$ cat config.mk
export PLATFORM = sky130hd
export DESIGN_NAME = sio_cmd_front
export DESIGN_NICKNAME = d
export VERILOG_FILES = /design/src/rtl/sio_cmd_pkg.sv /design/src/rtl/sio_cmd_decode.sv /design/src/rtl/sio_cmd_gap.sv /design/src/rtl/sio_mr_ptr.sv /design/src/rtl/sio_cmd_front.sv
export SDC_FILE = /design/constraint.sdc
export NUM_CORES = 1
export LEC_CHECK = 0
export ABC_AREA = 0
export BUFFER_PORTS_ARGS = -buffer_cell sky130_fd_sc_hd__buf_2
export CAP_MARGIN = 20
export CORE_MARGIN = 1.5
export CORE_UTILIZATION = 49
export DETAILED_ROUTE_END_ITERATION = 6
export PLACE_DENSITY = 0.75
export SYNTH_ARGS = -nofsm -noshare
export SYNTH_HDL_FRONTEND = slang
export SYNTH_HIERARCHICAL = 1
export SYNTH_SLANG_ARGS = --single-unit
$ cat constraint.sdc
create_clock -name clk -period 2 [get_ports clk]
set_clock_uncertainty 0.2 [all_clocks]
set_input_delay 0.3 -clock clk [delete_from_list [all_inputs] [get_ports clk]]
set_output_delay 0.3 -clock clk [all_outputs]
set_load 0.02 [all_outputs]
$ cat src/rtl/sio_cmd_pkg.sv
package sio_cmd_pkg;

   localparam int CODE_W = 4;

   typedef enum logic [CODE_W-1:0] {
      CMD_NOP      = 4'h0,
      CMD_PTR_RST  = 4'h1,
      CMD_RX_RST   = 4'h2,
      CMD_TX_RST   = 4'h3,
      CMD_ERR_CLR  = 4'h4,
      CMD_BRK_CLR  = 4'h5,
      CMD_RTS_ON   = 4'h8,
      CMD_RTS_OFF  = 4'h9
   } cmd_code_e;

   typedef struct packed {
      logic rx_rst;
      logic tx_rst;
      logic err_clr;
      logic brk_clr;
      logic ptr_rst;
      logic rts_on;
      logic rts_off;
   } cmd_dec_t;

endpackage

$ cat src/rtl/sio_cmd_decode.sv
module sio_cmd_decode
   import sio_cmd_pkg::*;
(
   input  logic              valid,
   input  logic [CODE_W-1:0] code,
   output cmd_dec_t          dec
);

   always_comb begin
      dec = '0;
      if (valid) begin
         case (cmd_code_e'(code))
            CMD_PTR_RST: dec.ptr_rst = 1'b1;
            CMD_RX_RST:  dec.rx_rst  = 1'b1;
            CMD_TX_RST:  dec.tx_rst  = 1'b1;
            CMD_ERR_CLR: dec.err_clr = 1'b1;
            CMD_BRK_CLR: dec.brk_clr = 1'b1;
            CMD_RTS_ON:  dec.rts_on  = 1'b1;
            CMD_RTS_OFF: dec.rts_off = 1'b1;
            default:     dec = '0;
         endcase
      end
   end

endmodule

$ cat src/rtl/sio_cmd_gap.sv
module sio_cmd_gap #(
   parameter int MIN_GAP = 3
) (
   input  logic clk,
   input  logic rst_n,
   input  logic req,
   output logic ok,
   output logic viol
);

   if (MIN_GAP < 1) begin : g_bad
      $error("sio_cmd_gap: MIN_GAP must be at least 1");
   end

   if (MIN_GAP <= 1) begin : g_free
      assign ok   = 1'b1;
      assign viol = 1'b0;
   end else begin : g_guard
      localparam int CNT_W = $clog2(MIN_GAP);
      localparam logic [CNT_W-1:0] LIMIT = CNT_W'(MIN_GAP - 1);

      logic [CNT_W-1:0] cnt_q;
      logic             viol_q;

      assign ok   = (cnt_q == LIMIT);
      assign viol = viol_q;

      always_ff @(posedge clk or negedge rst_n) begin
         if (!rst_n) begin
            cnt_q <= LIMIT;
         end else if (req && ok) begin
            cnt_q <= '0;
         end else if (cnt_q != LIMIT) begin
            cnt_q <= cnt_q + 1'b1;
         end
      end

      always_ff @(posedge clk or negedge rst_n) begin
         if (!rst_n) begin
            viol_q <= 1'b0;
         end else if (req && !ok) begin
            viol_q <= 1'b1;
         end
      end
   end

endmodule

$ cat src/rtl/sio_mr_ptr.sv
module sio_mr_ptr #(
   parameter int                DATA_W  = 8,
   parameter logic [DATA_W-1:0] MR1_RST = '0,
   parameter logic [DATA_W-1:0] MR2_RST = '0
) (
   input  logic              clk,
   input  logic              rst_n,
   input  logic              wr,
   input  logic              rd,
   input  logic [DATA_W-1:0] wdata,
   input  logic              ptr_clr,
   output logic [DATA_W-1:0] rdata,
   output logic              sel
);

   localparam int NREG = 2;

   logic [NREG-1:0][DATA_W-1:0] mr_q;
   logic                        sel_q;

   for (genvar i = 0; i < NREG; i++) begin : g_reg
      localparam logic [DATA_W-1:0] RST_V = (i == 0) ? MR1_RST : MR2_RST;
      logic [DATA_W-1:0] q;

      always_ff @(posedge clk or negedge rst_n) begin
         if (!rst_n) begin
            q <= RST_V;
         end else if (wr && (sel_q == 1'(i))) begin
            q <= wdata;
         end
      end

      assign mr_q[i] = q;
   end

   always_ff @(posedge clk or negedge rst_n) begin
      if (!rst_n) begin
         sel_q <= 1'b0;
      end else if (ptr_clr) begin
         sel_q <= 1'b0;
      end else if (wr || rd) begin
         sel_q <= 1'b1;
      end
   end

   assign sel   = sel_q;
   assign rdata = mr_q[sel_q];

endmodule

$ cat src/rtl/sio_cmd_front.sv
module sio_cmd_front
   import sio_cmd_pkg::*;
#(
   parameter int                DATA_W   = 8,
   parameter int                CODE_LSB = 4,
   parameter int                MIN_GAP  = 3,
   parameter logic [DATA_W-1:0] MR1_RST  = '0,
   parameter logic [DATA_W-1:0] MR2_RST  = '0
) (
   input  logic              clk,
   input  logic              rst_n,
   input  logic              mode_wr,
   input  logic              mode_rd,
   input  logic              cmd_wr,
   input  logic [DATA_W-1:0] wdata,
   output logic [DATA_W-1:0] mode_rdata,
   output logic              mr_sel,
   output logic              rx_reset_p,
   output logic              tx_reset_p,
   output logic              err_clr_p,
   output logic              brk_clr_p,
   output logic              ptr_reset_p,
   output logic              rts_n,
   output logic              gap_err
);

   if (CODE_LSB + CODE_W > DATA_W) begin : g_bad_field
      $error("sio_cmd_front: command field does not fit in DATA_W");
   end

   logic     cmd_ok;
   cmd_dec_t dec;
   logic     rts_n_q;

   sio_cmd_gap #(.MIN_GAP(MIN_GAP)) u_gap (
      .clk   (clk),
      .rst_n (rst_n),
      .req   (cmd_wr),
      .ok    (cmd_ok),
      .viol  (gap_err)
   );

   sio_cmd_decode u_dec (
      .valid (cmd_wr && cmd_ok),
      .code  (wdata[CODE_LSB +: CODE_W]),
      .dec   (dec)
   );

   sio_mr_ptr #(
      .DATA_W  (DATA_W),
      .MR1_RST (MR1_RST),
      .MR2_RST (MR2_RST)
   ) u_mr (
      .clk     (clk),
      .rst_n   (rst_n),
      .wr      (mode_wr),
      .rd      (mode_rd),
      .wdata   (wdata),
      .ptr_clr (dec.ptr_rst),
      .rdata   (mode_rdata),
      .sel     (mr_sel)
   );

   always_ff @(posedge clk or negedge rst_n) begin
      if (!rst_n) begin
         rts_n_q <= 1'b1;
      end else if (dec.rts_on) begin
         rts_n_q <= 1'b0;
      end else if (dec.rts_off) begin
         rts_n_q <= 1'b1;
      end
   end

   assign rts_n       = rts_n_q;
   assign rx_reset_p  = dec.rx_rst;
   assign tx_reset_p  = dec.tx_rst;
   assign err_clr_p   = dec.err_clr;
   assign brk_clr_p   = dec.brk_clr;
   assign ptr_reset_p = dec.ptr_rst;

endmodule

==> results.yml, run 1 <==
global_routing:
  overflow: 0
  gr-usage-met1_pct: 24.0
  grt_pass1_vias: 639
  antenna_found_initial: 0
  met2_usage_pct: 27.8
  grt_max_degree: 22
  gr-usage-met3_pct: 2.31
  grt_pass1_wl_um: 2720
  top_usage_layer: "met2"
  grt_usage_pct: 17.8
timing:
  relSlewSlack_pct: 69.2
  fin_crit_ns: 2.13
  whs_ns: 0.0253
  final_max_slew_viol_count: 0
  rsz0062_at_grt: "yes"
  worst_pin_slew_ns: 0.461
  setup_viol: 4
  worst_slack_ns: -0.127
  fmax_mhz: 470
  hold_viol: 0
  min_period_over_period_pct: 106
drt:
  routed_wirelength_um: 1730
  ant_nets: 0
  post_drt_wl_per_cell_um: 13.2
  vias: 663
  firstDrtPassIters: 4
  drc: 0
  drtIter0Drc: 3
  vias_per_cell: 5.06
synth:
  synthesis.nets: 83
  ys_ff_latch: 21
  synth_area_um2: 966
  syn_avg_cell_area_um2: 13.8
  syn_inst: 70
  synth_edf_count: 0
  seq_area_frac_synth_pct: 54.7
  ys.flop_type: "dfrtp_1"
  async_flop_share_pct: 100
  synth_cell_type_count: 22
  yosysWarningCount: 6
clock_tree:
  root_buffer: "clkbuf_4"
  clkLatencyLatePin_ns: 0.29
  cts_tree: "built"
  cts_buffer_depth: 2
  htree_num_levels: 1
  cts_buffers: 3
  clkTransAtPathRegs_ns: 0.11
  cts.sinks: 21
die:
  io_pins: 29
  coreArea_mm2: 0.00178
  die_y_um: 47.4
  dieWidth_um: 47.4
  row_count: 15
  dieArea_mm2: 0.00225
  start_util_pct: 54.2
final_layout:
  final_common_cell: "buf_2"
  final_cell_mix: "23 x buf_2, 18 x dfrtp_1, 16 x mux2_2, 8 x mux2_1, 6 x buf_4"
  drive_gt1_share_pct: 59.4
  layout.nets: 120
  areaGrowthSynthToFinish_pct: 29.3
  antenna_cells: 0
setup_path:
  max_stage_delay_ns: 0.57
  worstPathRequired_ns: 1.50
  slowest_stage: "dfstp_2"
  crit_type: "register to primary output"
  cp.arrival_ns: 1.63
  crit_fanout: 3
  start_kind: "register"
  end_kind: "primary output"
  path_cells: "nand2b_4 > inv_2 > and2_4 > nor3b_4 > and3b_1 > buf_6"
job:
  maxCapViolCount: 0
power:
  peakVddDrop_v: 0.000572
  pwr_density_cell_mw_per_mm2: 867
  p_leak_uw: 0.000584
placed_design:
  gp_congestion: 0.745
  pre_cts_slack_ns: 0.113
  dpl.hpwl_um: 1230
  numPortBuffers: 28
run_status:
  status: "finished with violations"
  violations: "setup timing"
min_path:
  hold_class: "input pin to register"
-- critical path: cells and delay by family, from the launching register on --
kind                   cells  cell delay [ns]
buffers and inverters      2             0.16
flip-flops                 1             0.57
AND/OR/NAND/NOR            4             0.60
-- layout make-up --
type / instances / area [um^2]
Clock buffer: 3 / 22.5
Clock inverter: 1 / 5.00
Fill cell: 138 / 534
Inverter: 1 / 3.75
Multi-Input combinational cell: 46 / 443
Sequential cell: 21 / 529
Tap cell: 25 / 31.3
Timing Repair Buffer: 34 / 214
-- stage by stage --
step | setup TNS (ns) | std cells | util (%) | cell area [um^2] | total power (uW)
6_report | -0.362 | 131 | 70.0 | 1250 | 1080
4_1_cts | -0.342 | 130 | 68.8 | 1230 | 1100
3_5_place_dp | 0 | 122 | 63.5 | 1130 | 853
2_1_floorplan | 0 | 70 | - | 966 | 768
5_1_grt | -0.825 | 131 | 70.0 | 1250 | 1160
3_3_place_gp | 0 | 122 | 63.5 | 1130 | 839
-- state kept, by name (all words and copies together) (netlist names) --
signal / flops
rts_n: 1
u_gap/g_guard.cnt_q: 2
u_gap/viol: 1
u_mr/g.q: 16
u_mr/sel: 1
-- path summary, 6_finish.rpt --
kind                       cells after the start                                  to                          startpoint  slack [ns]
setup / recovery                               6                          rx_reset_p  u_gap/g_guard.cnt_q[1]$_DFFE_PN1P_       -0.13
hold / removal                                 2      u_mr/g_reg[0].q[1]$_DFFE_PN0P_                            wdata[1]        0.03
setup reg to reg                               7                u_mr/sel$_DFFE_PN0P_  u_gap/g_guard.cnt_q[1]$_DFFE_PN1P_        0.36
hold reg to reg                                1  u_gap/g_guard.cnt_q[0]$_DFFE_PN0P_  u_gap/g_guard.cnt_q[0]$_DFFE_PN0P_        0.25
max in group asynchronous                      2                   rts_n$_DFFE_PN1P_                               rst_n        0.99
min in group asynchronous                      2  u_gap/g_guard.cnt_q[0]$_DFFE_PN0P_                               rst_n        0.27
-- report_power, final --
part	switching, uW	internal, uW	total, uW
logic	136	164	300
registers	51.4	534	585
clock network	124	74.4	199
total	311	772	1080
-- routing by layer --
layer | wire, um | vias to the layer above
met5 | 0 | -
met4 | 10 | 0
met3 | 74 | 2
met2 | 848 | 18
met1 | 794 | 327
li1 | - | 316
-- cells by family after synthesis --
family	Yosys count	synth area share, %
mux	24	28.0
flops	21	54.7
simple gates	19	13.0
compound gates	3	2.72
buf+inv	3	1.68
-- cell usage after synthesis, types with 2 or more instances --
| cell type | n | share of area [%] |
|---|---|---|
| nor2b_1 | 2 | 1.3 |
| dfrtp_1 | 19 | 49 |
| nor2_1 | 4 | 1.6 |
| dfstp_2 | 2 | 5.4 |
| nand3b_1 | 2 | 1.6 |
| mux2_2 | 16 | 19 |
| mux2_1 | 8 | 9.3 |
| nor3_1 | 3 | 1.6 |
-- repair_timing --
action	4_1_cts	5_1_grt
pin swaps	2	1
gates resized for setup	11	4
hold buffers	2	0
setup buffers	2	1
endpoints found under the setup margin	8	5
endpoints found under the hold margin	20	0
gates cloned	0	0
Note: power is estimated with default switching activity, not from simulation.
==> inputs of run 2 (changes only) <==
--- a/config.mk
+++ b/config.mk
@@ -11,8 +11,7 @@
 export CORE_MARGIN = 1.5
 export CORE_UTILIZATION = 49
 export DETAILED_ROUTE_END_ITERATION = 6
-export PLACE_DENSITY = 0.75
+export PLACE_DENSITY = 0.74
 export SYNTH_ARGS = -nofsm -noshare
 export SYNTH_HDL_FRONTEND = slang
-export SYNTH_HIERARCHICAL = 1
 export SYNTH_SLANG_ARGS = --single-unit
==> results.yml, run 2 <==
power:
  switchingPower_uw: 332
  peakVddDrop_v: 0.000581
  p_clk_share_pct: 18.3
  internal_power_uw: 769
  netSwitchingFraction_pct: 30.1
  p_seq_share_pct: 54.6
  combPwrFrac_pct: 27.1
  pwr_density_cell_mw_per_mm2: 883
  p_leak_uw: 0.000599
synth:
  synth_most_common_cell: "nand2_1"
  ys.flop_type: "dfrtp_1"
  synth_area_um2: 980
  syn_inst: 86
  synthesis.nets: 99
  async_flop_share_pct: 100
  synth_top_area_share_pct: 48.5
  syn_avg_cell_area_um2: 11.4
  yosysTopAreaCell: "dfrtp_1"
  synth_cell_type_count: 24
  ys_ff_latch: 21
  synthTopCellsByArea: "dfrtp_1 49%, mux2_2 18%, nand2_1 9.6%, dfstp_2 5.4%, nor2_1 1.5%"
  yosysWarningCount: 0
  synth_edf_count: 0
  seq_area_frac_synth_pct: 53.9
  synth_commonest_cells: "25 x nand2_1, 19 x dfrtp_1, 16 x mux2_2"
final_layout:
  top_register: "u_mr.g.q"
  largest_reg_flops: 16
  layout.nets: 136
  areaGrowthSynthToFinish_pct: 27.3
  antenna_cells: 0
  final_common_cell: "nand2_1"
  stdcell_count: 147
  drive_gt1_share_pct: 49.2
  top_regs: "u_mr.g.q x16, u_gap.g_guard.cnt_q x2"
  final_cell_mix: "24 x nand2_1, 23 x buf_2, 18 x dfrtp_1, 16 x mux2_2, 6 x buf_4"
timing:
  worst_pin_slew_ns: 0.456
  fin_crit_ns: 2.00
  worst_slack_ns: 0.00124
  min_period_over_period_pct: 99.9
  fmax_mhz: 500
  final_max_slew_viol_count: 0
  setup_viol: 0
  rsz0062_at_grt: "yes"
  whs_ns: 0.0244
  relSlewSlack_pct: 69.6
  hold_viol: 0
die:
  dieWidth_um: 47.7
  coreArea_mm2: 0.00180
  die_y_um: 47.7
  io_pins: 29
  dieArea_mm2: 0.00228
  start_util_pct: 54.4
  row_count: 15
global_routing:
  overflow: 0
  grt_pass1_vias: 713
  grt_usage_pct: 20.2
  grt_max_degree: 22
  antenna_found_initial: 0
  grt_pass1_wl_um: 3100
setup_path:
  r2r_slack_ns: 0.44
  cp.arrival_ns: 1.50
  crit_type: "register to primary output"
  worstPathRequired_ns: 1.50
  crit_fanout: 4
  endpoint: "brk_clr_p"
  worst_r2r_path_depth: 5
  end_kind: "primary output"
  r2r-start: "u_gap.g_guard.cnt_q[1]$_DFFE_PN1P_"
  r2r-end: "rts_n$_DFFE_PN1P_"
  cp-startpoint: "u_gap.g_guard.cnt_q[1]$_DFFE_PN1P_"
  start_kind: "register"
drt:
  routed_wirelength_um: 2040
  ant_nets: 0
  post_drt_wl_per_cell_um: 13.9
  vias: 742
  firstDrtPassIters: 4
  vias_per_cell: 5.05
  drtIter0Drc: 10
  drc: 0
placed_design:
  gp_congestion: 0.680
  numPortBuffers: 28
  pre_cts_slack_ns: 0.269
  dp_cells: 136
  dpl.hpwl_um: 1410
clock_tree:
  root_buffer: "clkbuf_4"
  clkTransAtPathRegs_ns: 0.11
  htree_num_levels: 1
  cts_buffer_depth: 2
  cts.sinks: 21
  cts_tree: "built"
  cts_buffers: 3
  clkLatencyLatePin_ns: 0.30
run_status:
  status: "finished, final reports clean"
job:
  maxCapViolCount: 0
min_path:
  hold_class: "input pin to register"
[run 2: changes by cell type after synthesis, moves of 2 or more]
cell,previous run,this run
nand2_1,0,25
nor2b_1,2,0
mux2_1,8,1
nor3_1,3,1
nand3b_1,2,0
[run 2: metal layers]
layer / track usage (%) / part of all wire, % / wire length [um] / vias to the layer above
li1: - / - / - / 362
met4: 8.65 / 0.59 / 12 / 0
met5: 0 / 0 / 0 / -
met1: 24.6 / 43 / 877 / 360
met3: 3.40 / 2.8 / 57 / 2
met2: 34.9 / 54 / 1090 / 18
[run 2: worst min path at each step]
stage,startpoint,endpoint,slack [ns],cells past startpoint
final,wdata[1],u_mr.g_reg[0].q[1]$_DFFE_PN0P_,0.02,3
after global routing,mode_rd,u_mr.sel$_DFFE_PN0P_,0.03,3
after CTS,wdata[1],u_mr.g_reg[0].q[1]$_DFFE_PN0P_,0.01,3
after detailed placement,rst_n,u_mr.g_reg[0].q[0]$_DFFE_PN0P_,0.08,1
after global placement,rst_n,u_mr.g_reg[0].q[0]$_DFFE_PN0P_,0.07,1
after floorplan,rst_n,u_gap.g_guard.cnt_q[0]$_DFFE_PN0P_,-0.20,0
[run 2: cell type report]
class | instances | area [um^2]
Multi-Input combinational cell | 62 | 439
Fill cell | 152 | 554
Clock buffer | 4 | 26.3
Timing Repair Buffer | 35 | 221
Tap cell | 25 | 31.3
Sequential cell | 21 | 529
[run 2: power by group through the flow]
stage	registers [uW]	clock network [uW]	logic [uW]
2_1_floorplan	607	0	171
3_3_place_gp	607	0	245
3_5_place_dp	615	0	257
4_1_cts	600	210	284
5_1_grt	613	225	335
6_report	601	201	299
[run 2: timing repair]
item,CTS,global route
endpoints found under the setup margin,12,5
hold buffers,5,0
setup buffers,1,1
endpoints found under the hold margin,23,0
gates resized for setup,3,7
pin swaps,1,3
[run 2: worst max-delay path, stage by stage, from the launching register on]
cell	delay (ns)
dfstp_2	0.55
and4bb_2	0.27
nand2_2	0.08
nor3b_2	0.15
buf_4	0.16
[run 2: metrics by stage]
stage | instance area [um^2] | TNS [ns] | power (uW) | utilization (%)
after floorplan | 980 | 0 | 778 | -
after global placement | 1130 | 0 | 852 | 62.8
after detailed placement | 1130 | 0 | 872 | 62.8
after CTS | 1220 | -0.0234 | 1090 | 67.8
after global routing | 1250 | -0.165 | 1170 | 69.2
final | 1250 | 0 | 1100 | 69.2
[run 2: cells by family after synthesis]
family,after synthesis,share of synthesized area (%)
AO/OA/AOI/OAI,2,1.28
buffers and inverters,3,2.04
flip-flops,21,53.9
multiplexers,17,19.5
AND/OR/NAND/NOR,43,23.2
